[src/rtl/rs_pool_pkg.sv]
package rs_pool_pkg;
  typedef enum logic [1:0] {
    SLOT_FREE = 2'd0,
    SLOT_WAIT = 2'd1,
    SLOT_EXEC = 2'd2
  } slot_state_e;
endpackage

[src/rtl/rs_pool_alloc.sv]
module rs_pool_alloc #(
  parameter int N = 4,
  localparam int IDX_W = (N > 1) ? $clog2(N) : 1
) (
  input  logic [N-1:0]     busy,
  output logic             free_any,
  output logic [N-1:0]     alloc_oh,
  output logic [IDX_W-1:0] alloc_idx
);
  always_comb begin
    alloc_oh  = '0;
    alloc_idx = '0;
    free_any  = 1'b0;
    for (int i = N - 1; i >= 0; i--) begin
      if (!busy[i]) begin
        alloc_oh  = '0;
        alloc_oh[i] = 1'b1;
        alloc_idx = IDX_W'(i);
        free_any  = 1'b1;
      end
    end
  end
endmodule

[src/rtl/rs_pool_age.sv]
module rs_pool_age #(
  parameter int N = 4
) (
  input  logic         clk,
  input  logic         rst,
  input  logic         alloc_en,
  input  logic [N-1:0] alloc_oh,
  input  logic [N-1:0] ready,
  output logic [N-1:0] sel_oh,
  output logic         sel_any
);
  // older_q[i][j] = slot i was accepted before slot j
  logic [N-1:0][N-1:0] older_q;

  always_ff @(posedge clk) begin
    if (rst) begin
      older_q <= '0;
    end else if (alloc_en) begin
      for (int n = 0; n < N; n++) begin
        if (alloc_oh[n]) begin
          for (int j = 0; j < N; j++) begin
            older_q[n][j] <= 1'b0;
            if (j != n) older_q[j][n] <= 1'b1;
          end
        end
      end
    end
  end

  always_comb begin
    for (int i = 0; i < N; i++) begin
      sel_oh[i] = ready[i];
      for (int j = 0; j < N; j++) begin
        if (j != i && ready[j] && !older_q[i][j]) sel_oh[i] = 1'b0;
      end
    end
    sel_any = |ready;
  end
endmodule

[src/rtl/rs_pool_entry.sv]
module rs_pool_entry
  import rs_pool_pkg::*;
#(
  parameter int OP_W   = 4,
  parameter int DATA_W = 16,
  parameter int ADDR_W = 16,
  parameter int TAG_W  = 3,
  parameter logic [TAG_W-1:0] MY_TAG = 1
) (
  input  logic              clk,
  input  logic              rst,
  input  logic              wr_en,
  input  logic [OP_W-1:0]   in_op,
  input  logic              in_mem,
  input  logic [DATA_W-1:0] in_imm,
  input  logic [TAG_W-1:0]  in_qj,
  input  logic [DATA_W-1:0] in_vj,
  input  logic [TAG_W-1:0]  in_qk,
  input  logic [DATA_W-1:0] in_vk,
  input  logic              bc_valid,
  input  logic [TAG_W-1:0]  bc_tag,
  input  logic [DATA_W-1:0] bc_data,
  input  logic              take,
  output logic              busy,
  output logic              ready,
  output logic [OP_W-1:0]   op,
  output logic              mem,
  output logic [DATA_W-1:0] vj,
  output logic [DATA_W-1:0] vk,
  output logic [TAG_W-1:0]  qj,
  output logic [TAG_W-1:0]  qk,
  output logic [ADDR_W-1:0] addr
);
  slot_state_e      state_q;
  logic [DATA_W-1:0] imm_q;
  logic              addr_ok_q;
  logic              hit_in_j, hit_in_k, hit_j, hit_k, own_hit;

  assign hit_in_j = bc_valid && (in_qj != '0) && (in_qj == bc_tag);
  assign hit_in_k = bc_valid && (in_qk != '0) && (in_qk == bc_tag);
  assign hit_j    = bc_valid && (qj != '0) && (qj == bc_tag);
  assign hit_k    = bc_valid && (qk != '0) && (qk == bc_tag);
  assign own_hit  = bc_valid && (bc_tag == MY_TAG);

  always_ff @(posedge clk) begin
    if (rst) begin
      state_q   <= SLOT_FREE;
      qj        <= '0;
      qk        <= '0;
      vj        <= '0;
      vk        <= '0;
      op        <= '0;
      mem       <= 1'b0;
      imm_q     <= '0;
      addr      <= '0;
      addr_ok_q <= 1'b0;
    end else if (wr_en) begin
      state_q   <= SLOT_WAIT;
      op        <= in_op;
      mem       <= in_mem;
      imm_q     <= in_imm;
      addr_ok_q <= 1'b0;
      vj        <= hit_in_j ? bc_data : in_vj;
      qj        <= hit_in_j ? '0 : in_qj;
      vk        <= hit_in_k ? bc_data : in_vk;
      qk        <= hit_in_k ? '0 : in_qk;
    end else if (state_q != SLOT_FREE) begin
      if (own_hit) begin
        state_q <= SLOT_FREE;
      end else begin
        if (hit_j) begin
          vj <= bc_data;
          qj <= '0;
        end
        if (hit_k) begin
          vk <= bc_data;
          qk <= '0;
        end
        if (take) state_q <= SLOT_EXEC;
        if (mem && !addr_ok_q && qj == '0) begin
          addr      <= ADDR_W'(vj + imm_q);
          addr_ok_q <= 1'b1;
        end
      end
    end
  end

  assign busy  = (state_q != SLOT_FREE);
  assign ready = (state_q == SLOT_WAIT) && (qj == '0) && (qk == '0) &&
                 (!mem || addr_ok_q);
endmodule

[src/rtl/rs_pool.sv]
module rs_pool #(
  parameter int NUM_RS   = 4,
  parameter int TOTAL_RS = 7,
  parameter int BASE_TAG = 1,
  parameter int OP_W     = 4,
  parameter int DATA_W   = 16,
  parameter int ADDR_W   = 16,
  parameter int TAG_W    = $clog2(TOTAL_RS + 1)
) (
  input  logic              clk,
  input  logic              rst,
  input  logic              iss_valid,
  input  logic [OP_W-1:0]   iss_op,
  input  logic              iss_mem,
  input  logic [DATA_W-1:0] iss_imm,
  input  logic [TAG_W-1:0]  iss_qj,
  input  logic [DATA_W-1:0] iss_vj,
  input  logic [TAG_W-1:0]  iss_qk,
  input  logic [DATA_W-1:0] iss_vk,
  output logic              iss_stall,
  output logic [TAG_W-1:0]  iss_tag,
  input  logic              cdb_valid,
  input  logic [TAG_W-1:0]  cdb_tag,
  input  logic [DATA_W-1:0] cdb_data,
  output logic              fu_valid,
  input  logic              fu_grant,
  output logic [OP_W-1:0]   fu_op,
  output logic              fu_mem,
  output logic [TAG_W-1:0]  fu_tag,
  output logic [DATA_W-1:0] fu_vj,
  output logic [DATA_W-1:0] fu_vk,
  output logic [ADDR_W-1:0] fu_addr
);
  localparam int IDX_W = (NUM_RS > 1) ? $clog2(NUM_RS) : 1;

  logic [NUM_RS-1:0]             busy_vec, ready_vec, alloc_oh, sel_oh, wr_vec, take_vec;
  logic [NUM_RS-1:0][TAG_W-1:0]  qj_vec, qk_vec;
  logic [NUM_RS-1:0][OP_W-1:0]   op_vec;
  logic [NUM_RS-1:0][DATA_W-1:0] vj_vec, vk_vec;
  logic [NUM_RS-1:0][ADDR_W-1:0] addr_vec;
  logic [NUM_RS-1:0]             mem_vec;
  logic [IDX_W-1:0]              alloc_idx;
  logic                          free_any, accept, sel_any;

  rs_pool_alloc #(.N(NUM_RS)) u_alloc (
    .busy(busy_vec), .free_any(free_any), .alloc_oh(alloc_oh), .alloc_idx(alloc_idx)
  );

  assign accept    = iss_valid && free_any;
  assign iss_stall = !free_any;
  assign iss_tag   = TAG_W'(BASE_TAG) + TAG_W'(alloc_idx);
  assign wr_vec    = alloc_oh & {NUM_RS{accept}};

  rs_pool_age #(.N(NUM_RS)) u_age (
    .clk(clk), .rst(rst), .alloc_en(accept), .alloc_oh(alloc_oh),
    .ready(ready_vec), .sel_oh(sel_oh), .sel_any(sel_any)
  );

  assign take_vec = sel_oh & {NUM_RS{fu_grant}};

  for (genvar g = 0; g < NUM_RS; g++) begin : g_slot
    rs_pool_entry #(
      .OP_W(OP_W), .DATA_W(DATA_W), .ADDR_W(ADDR_W), .TAG_W(TAG_W),
      .MY_TAG(TAG_W'(BASE_TAG + g))
    ) u_slot (
      .clk(clk), .rst(rst), .wr_en(wr_vec[g]),
      .in_op(iss_op), .in_mem(iss_mem), .in_imm(iss_imm),
      .in_qj(iss_qj), .in_vj(iss_vj), .in_qk(iss_qk), .in_vk(iss_vk),
      .bc_valid(cdb_valid), .bc_tag(cdb_tag), .bc_data(cdb_data),
      .take(take_vec[g]), .busy(busy_vec[g]), .ready(ready_vec[g]),
      .op(op_vec[g]), .mem(mem_vec[g]), .vj(vj_vec[g]), .vk(vk_vec[g]),
      .qj(qj_vec[g]), .qk(qk_vec[g]), .addr(addr_vec[g])
    );
  end

  always_comb begin
    fu_op   = '0;
    fu_mem  = 1'b0;
    fu_tag  = '0;
    fu_vj   = '0;
    fu_vk   = '0;
    fu_addr = '0;
    for (int i = 0; i < NUM_RS; i++) begin
      if (sel_oh[i]) begin
        fu_op   = fu_op   | op_vec[i];
        fu_mem  = fu_mem  | mem_vec[i];
        fu_tag  = fu_tag  | TAG_W'(BASE_TAG + i);
        fu_vj   = fu_vj   | vj_vec[i];
        fu_vk   = fu_vk   | vk_vec[i];
        fu_addr = fu_addr | addr_vec[i];
      end
    end
  end
  assign fu_valid = sel_any;
endmodule

[config.mk]
export PLATFORM = sky130hd
export DESIGN_NAME = rs_pool
export DESIGN_NICKNAME = d
export VERILOG_FILES = /design/src/rtl/rs_pool_pkg.sv /design/src/rtl/rs_pool_alloc.sv /design/src/rtl/rs_pool_age.sv /design/src/rtl/rs_pool_entry.sv /design/src/rtl/rs_pool.sv
export SDC_FILE = /design/constraint.sdc
export NUM_CORES = 1
export LEC_CHECK = 0
export BUFFER_PORTS_ARGS = -buffer_cell sky130_fd_sc_hd__buf_2
export CAP_MARGIN = 15
export CORE_MARGIN = 1
export CORE_UTILIZATION = 50
export CTS_CLUSTER_DIAMETER = 200
export CTS_CLUSTER_SIZE = 12
export DETAILED_ROUTE_END_ITERATION = 7
export GPL_TIMING_DRIVEN = 0
export PLACE_DENSITY = 0.77
export SETUP_SLACK_MARGIN = 0.05
export SYNTH_ARGS = -nofsm -noshare
export SYNTH_HDL_FRONTEND = slang
export SYNTH_SLANG_ARGS = --single-unit
[constraint.sdc]
create_clock -name clk -period 2.65 [get_ports clk]
set_input_delay 0.3975 -clock clk [delete_from_list [all_inputs] [get_ports clk]]
set_output_delay 0.3975 -clock clk [all_outputs]
set_load 0.005 [all_outputs]
======== Yosys cells after proc, flatten, opt, wreduce, memory -nomap -nowiden ========
Index checks and enable logic that the tools add are counted.
storage, ports and cells
  flip-flop bits (word level) ............. 324
  input bits .............................. 83
  logic and storage cells ................. 417
operators by class
  add/subtract/negate cells ............... 5
  equality and inequality tests ........... 22
  multiplexer cells ....................... 144
  bitwise operators ....................... 25
  reductions and logical operators ........ 165
operators with widths
  kind                                                                   number
  16-bit two-way mux                                                     46
  16-bit OR                                                              9
  3-bit two-way mux                                                      35
  16-bit adder                                                           4
  1-bit logical AND                                                      57
  2-bit nonzero test                                                     26
  4-bit two-way mux                                                      11
  3-bit nonzero test                                                     14
  1-bit two-way mux                                                      37
  3-bit AND reduction                                                    12
  3-bit equality test                                                    10
  2-bit two-way mux                                                      14
  2-bit AND reduction                                                    14
  3-bit logical NOT                                                      8
  1-bit logical NOT                                                      21
  4-bit AND reduction                                                    4
  4-bit OR                                                               3
  4-bit AND                                                              2
  2-bit by 1-bit equality test with 1-bit output, second input constant  4
  2-bit inequality test, second input constant                           4
  1-bit NOT                                                              8
  2-bit OR reduction                                                     4
  3-bit by 2-bit equality test with 1-bit output, second input constant  2
  5-bit two-way mux                                                      1
  other kinds (6)                                                        11

======== Logic depth before layout (Yosys ltp) ========
  depth after elaboration ................. 15
  depth in mapped cells ................... 11
  mapped depth without buffers ............ 10

======== Cells and area by module ========
From an unflattened synthesis, not the netlist that was laid out.
second synthesis, totals
  cells, all modules ...................... 2,110
  area, all modules ....................... 18,438.9 um2
modules (own cells, without submodules)
  module                             instances  cells an instance  area an instance (um2)
  rs_pool_entry at g_slot[3].u_slot  1          462                4,211.5
  rs_pool_entry at g_slot[1].u_slot  1          451                4,146.5
  rs_pool_entry at g_slot[0].u_slot  1          461                4,093.9
  rs_pool_entry at g_slot[2].u_slot  1          474                3,913.8
  rs_pool                            1          197                1,495.2
  rs_pool_age                        1          56                 530.5
  rs_pool_alloc                      1          9                  47.5

======== Least setup slack after synthesis ========
Ideal clock, no wire load.
  path type ............................... flip-flop to flip-flop
  from .................................... register g_slot[3].u_slot.vj[0]
  to ...................................... register g_slot[3].u_slot.addr[14]
  setup time .............................. 74 ps
  arrival time ............................ 2,400 ps
  setup slack ............................. 176 ps
  cell stages (with the launch flop) ...... 11
  period minus slack after synthesis ...... 2,474 ps
  cell sequence ........................... dfxtp_1 -> ha_1 -> inv_1 -> fa_1 -> nand2b_1 -> a21oi_1 -> o211ai_1 -> a31oi_1 -> a21oi_1 -> or4b_1 -> a31oi_1
on the way
  word-level cells in the longest chain between the ends .. 1
RTL lines
  what                    RTL line             source
  start, declared         rs_pool_entry.sv:28  output logic [DATA_W-1:0] vj,
  start signal, assigned  rs_pool_entry.sv:63  vj <= hit_in_j ? bc_data : in_vj;
  start signal, assigned  rs_pool_entry.sv:72  vj <= bc_data;
  16-bit adder            rs_pool_entry.sv:81  addr <= ADDR_W'(vj + imm_q);
  end signal, assigned    rs_pool_entry.sv:81
  end, declared           rs_pool_entry.sv:32  output logic [ADDR_W-1:0] addr
No other way between the ends.
A chain may end at the register's enable or synchronous reset.

======== Final worst setup path ========
  from .................................... register g_slot[0].u_slot.qj[2]
  to ...................................... output port fu_vj[12]
on the way
  word-level cells in the longest chain between the ends .. 14
  elaborated cells between the ends (all ways) .. 26
RTL lines
  what                                 RTL line             source
  start, declared                      rs_pool_entry.sv:30  output logic [TAG_W-1:0] qj,
  start signal, assigned               rs_pool_entry.sv:64  qj <= hit_in_j ? '0 : in_qj;
  3-bit logical NOT (*)                rs_pool_entry.sv:89  assign ready = (state_q == SLOT_WAIT) && (qj == '0) && (qk == '0) &&
  1-bit logical AND (*) (3 in series)  rs_pool_entry.sv:89
  1-bit two-way mux (3 in series)      rs_pool_age.sv:34    if (j != i && ready[j] && !older_q[i][j]) sel_oh[i] = 1'b0;
  16-bit two-way mux                   rs_pool.sv:84        if (sel_oh[i]) begin
  16-bit OR                            rs_pool.sv:88        fu_vj = fu_vj | vj_vec[i];
  16-bit two-way mux                   rs_pool.sv:84
  16-bit OR                            rs_pool.sv:88
  16-bit two-way mux                   rs_pool.sv:84
  16-bit OR                            rs_pool.sv:88
  16-bit two-way mux (*)               rs_pool.sv:84
  end, declared                        rs_pool.sv:30        output logic [DATA_W-1:0] fu_vj,
Mark *: on every way between the ends. The rest lies on a longest branch, timed or not.

==> metrics.txt <==
antenna violations before repair 4; min-delay src iss_imm[12]; power density over the cells 539 mW/mm2; R2R cell count 5; setup TNS -18.84 ns; measured slew at the worst slew-check pin 1.07 ns; router iterations before antenna repair 8; Post-Synthesis Cells 2068; Yosys reg bits 324; global-route wire length before repair 98300 um; Worst Path Arrival around 2.7 ns; R2R Path End g_slot[1].u_slot.op[0]$_SDFFE_PP0P_; worst hold margin 0.0971 ns; placed insts 2633; clock slew at reported path FFs 0.06 ns; worst r2r src g_slot[1].u_slot.state_q[1]$_SDFFE_PP0P_; fin nets 2413; worst setup margin -0.422 ns; post-route minimum period 3.07 ns; Die W 185 um; Bufs on Longest Clock Path 3; period utilisation layout 116%; fraction of layout cells with a size suffix above 1 20.5%; Slew HR between 20 and 30%; static leakage 8.11 nW; Clock Latency Late Sink between 0.5 and 0.6 ns; sequential share of the synthesized area 38.6%; dpl hpwl about 50000 um; Critical Path RT between 2 and 2.5 ns; Placeable Area 0.0328 mm2; setup repair after global routing missed its margin true; max-slew violations 0; Non-Filler Instances around 2700; CP endpoint kind primary output; TritonCTS buffer count 30; largest net degree at the start of global routing 16; r2r setup slk around 0.070 ns; Endpoint, Worst Hold g_slot[3].u_slot.imm_q[12]$_SDFFE_PP0P_; drt wl/cell approximately 25 um; post-synthesis async set-or-reset flop share 0%; failing checks negative setup slack; row count 66; Post-Syn Area around 0.017 mm2; total number of vias 17915; vias in the first global route 16015; DR vias/cell 6.62; PortBufs 123; drt drc 0; gpl congestion 0.987; clock skew 0.0116 ns; CTS tree done; CP Class flop to primary output; Initial DRC Count 2590; GRT Total Usage a little under two fifths; Root Buffer clkbuf_16; maxcap violations 0; Post-Syn Nets around 2200; top_reg_cell synth dfxtp_1; H-tree depth 1; Die Y 185 um; synth unique cells 77; antenna viol nets, final 0; die area 0.0344 mm2; Syn-to-layout area delta 20.0%; hold path depth 3; Worst Setup SP g_slot[0].u_slot.qj[2]$_SDFFE_PP0P_; Fin. Hold Viols 0; Setup Slack @ Placement -0.827 ns; Post-synth EDFFs 0; Layout fillers 2901; CP max FO 10; Hold WC Path Type primary input to flop; I/O Pins 144; status finished with violations; synthesized area per cell approximately 8.1 um2; Highest Clock Rate 325 MHz; gr ovfl total 0; Starting Density about half; clock net sink count about 320; Total Routed Length between 60000 and 70000 um; yosys warns 0; worst ir drop on vdd between 0.5 and 0.6 mV; startpoint types flop; setup violators final 55
-- registers in the layout, summed over array words and instances, names as in the netlist --
register / flops
g_slot.u_slot.qj: 12
g_slot.u_slot.op: 16
g_slot.u_slot.state_q: 8
u_age.older_q: 12
g_slot.u_slot.vk: 64
g_slot.u_slot.addr_ok_q: 4
g_slot.u_slot.addr: 64
g_slot.u_slot.vj: 64
g_slot.u_slot.qk: 12
g_slot.u_slot.imm_q: 64
g_slot.u_slot.mem: 4
-- routing by layer --
metal | GRT usage [%] | wire [um] | vias up
met2 | 57.8 | 29000 | 1321
met1 | 51.3 | 26900 | 8480
met3 | 6.88 | 7940 | 293
met4 | 21.4 | 4630 | 6
li1 | - | - | 7815
met5 | 0 | 45 | -
-- cell type report --
class / count / area [um2] / share of cell area (%)
Tap cell: 442 / 553 / 2.74
Buffer: 153 / 961 / 4.76
Clock inverter: 1 / 16.3 / 0.0807
Inverter: 26 / 97.6 / 0.484
Clock buffer: 30 / 751 / 3.72
Timing Repair Buffer: 166 / 1050 / 5.20
Sequential cell: 324 / 6510 / 32.3
Antenna cell: 1 / 2.50 / 0.0124
Multi-Input combinational cell: 1564 / 10200 / 50.7
-- where the power goes --
group | internal (mW) | leakage (nW) | switching (mW)
logic | 0.643 | 5.10 | 1.13
clock network | 1.98 | 0.377 | 1.88
registers | 5.05 | 2.63 | 0.190
-- stage by stage --
stage	util [%]	area, um2	total power, mW
floorplan	-	16800	6.19
global placement	54.8	18000	6.75
detailed placement	54.9	18000	6.79
CTS	60.0	19700	10.7
global route	61.5	20200	11.1
finish	61.5	20200	10.9
-- kinds of logic after synthesis --
group           after synthesis  synth area share, %
buf+inv                     180                 4.77
flops                       324                 38.6
mux                          48                 3.33
compound gates              575                 23.9
fa+ha+maj                    65                 5.02
simple gates                813                 21.2
xor+xnor                     63                 3.28
-- synthesized netlist by cell type (5+ instances only) --
master    instances  area, um2
o21bai_1          5       37.5
a21oi_1         171        856
mux2_2           22        248
nor2_1          303       1140
buf_4             5       37.5
a22o_1           13        114
o211ai_1          6       45.0
nand2b_1         18        113
or3_1             5       31.3
a221oi_1         30        263
a211oi_1         56        420
nand3b_1         10       75.1
inv_1            26       97.6
nor4_1           25        156
xnor2_1          34        298
a222oi_1         35        350
nor3b_1          11       82.6
o22a_1            6       52.6
buf_1             8       30.0
o21a_1            9       67.6
or2_2             7       43.8
o31ai_1           8       60.1
buf_6             8       90.1
xor2_1           29        254
o21ai_0          31        155
mux2_4            7        105
a31oi_1          11       68.8
clkbuf_1        103        387
ha_1             61        763
nand2_1         312       1170
dfxtp_1         324       6490
a21o_1           41        308
and3_1           10       62.6
nor3_1           38        190
nand3_1          21        105
nand4_1          12       75.1
mux2i_1          13        130
a22oi_1         119        893
buf_2            29        145
nor2b_1          16        100
-- placed cells by master, fill, tap and decap left out, types with 29 or more instances in the layout --
cell / synthesis / layout
buf_2: 29 / 146
a221oi_1: 30 / 30
a22oi_1: 119 / 47
nand2_1: 312 / 303
a222oi_1: 35 / 35
a22oi_2: 0 / 72
buf_4: 5 / 38
nor2_1: 303 / 298
clkbuf_1: 103 / 80
ha_1: 61 / 60
clkbuf_16: 0 / 34
a21oi_1: 171 / 165
a21o_1: 41 / 41
dfxtp_1: 324 / 311
o21ai_0: 31 / 30
a211oi_1: 56 / 55
xnor2_1: 34 / 34
xor2_1: 29 / 29
-- critical path: stages, from the launching register on --
cell and delay (ns):
dfxtp_2 0.35, nor3_4 0.26, buf_4 0.17, nand4_1 0.17
nor3b_2 0.37, buf_6 0.23, buf_8 0.18, a22oi_2 0.10
nand2_2 0.13, buf_2 0.13
-- how the worst max path moves through the flow --
stage / to / slack [ns] / depth (start not counted)
3_3_place_gp: fu_addr[11] / -0.83 / 7
6_report: fu_vj[12] / -0.42 / 9
3_5_place_dp: fu_addr[11] / -0.83 / 7
5_1_grt: fu_vj[9] / -0.41 / 9
2_1_floorplan: g_slot[3].u_slot.addr[14]$_SDFFE_PP0P_ / 0.18 / 10
4_1_cts: fu_addr[11] / -0.33 / 10
-- repair_timing --
action	in CTS	in global routing
resized for setup	158	109
hold buffers	0	0
setup buffers	28	9
pin swaps	30	29
cloned	4	3
endpoints found under the setup margin	114	153
Power figures use the tool's default switching activity.
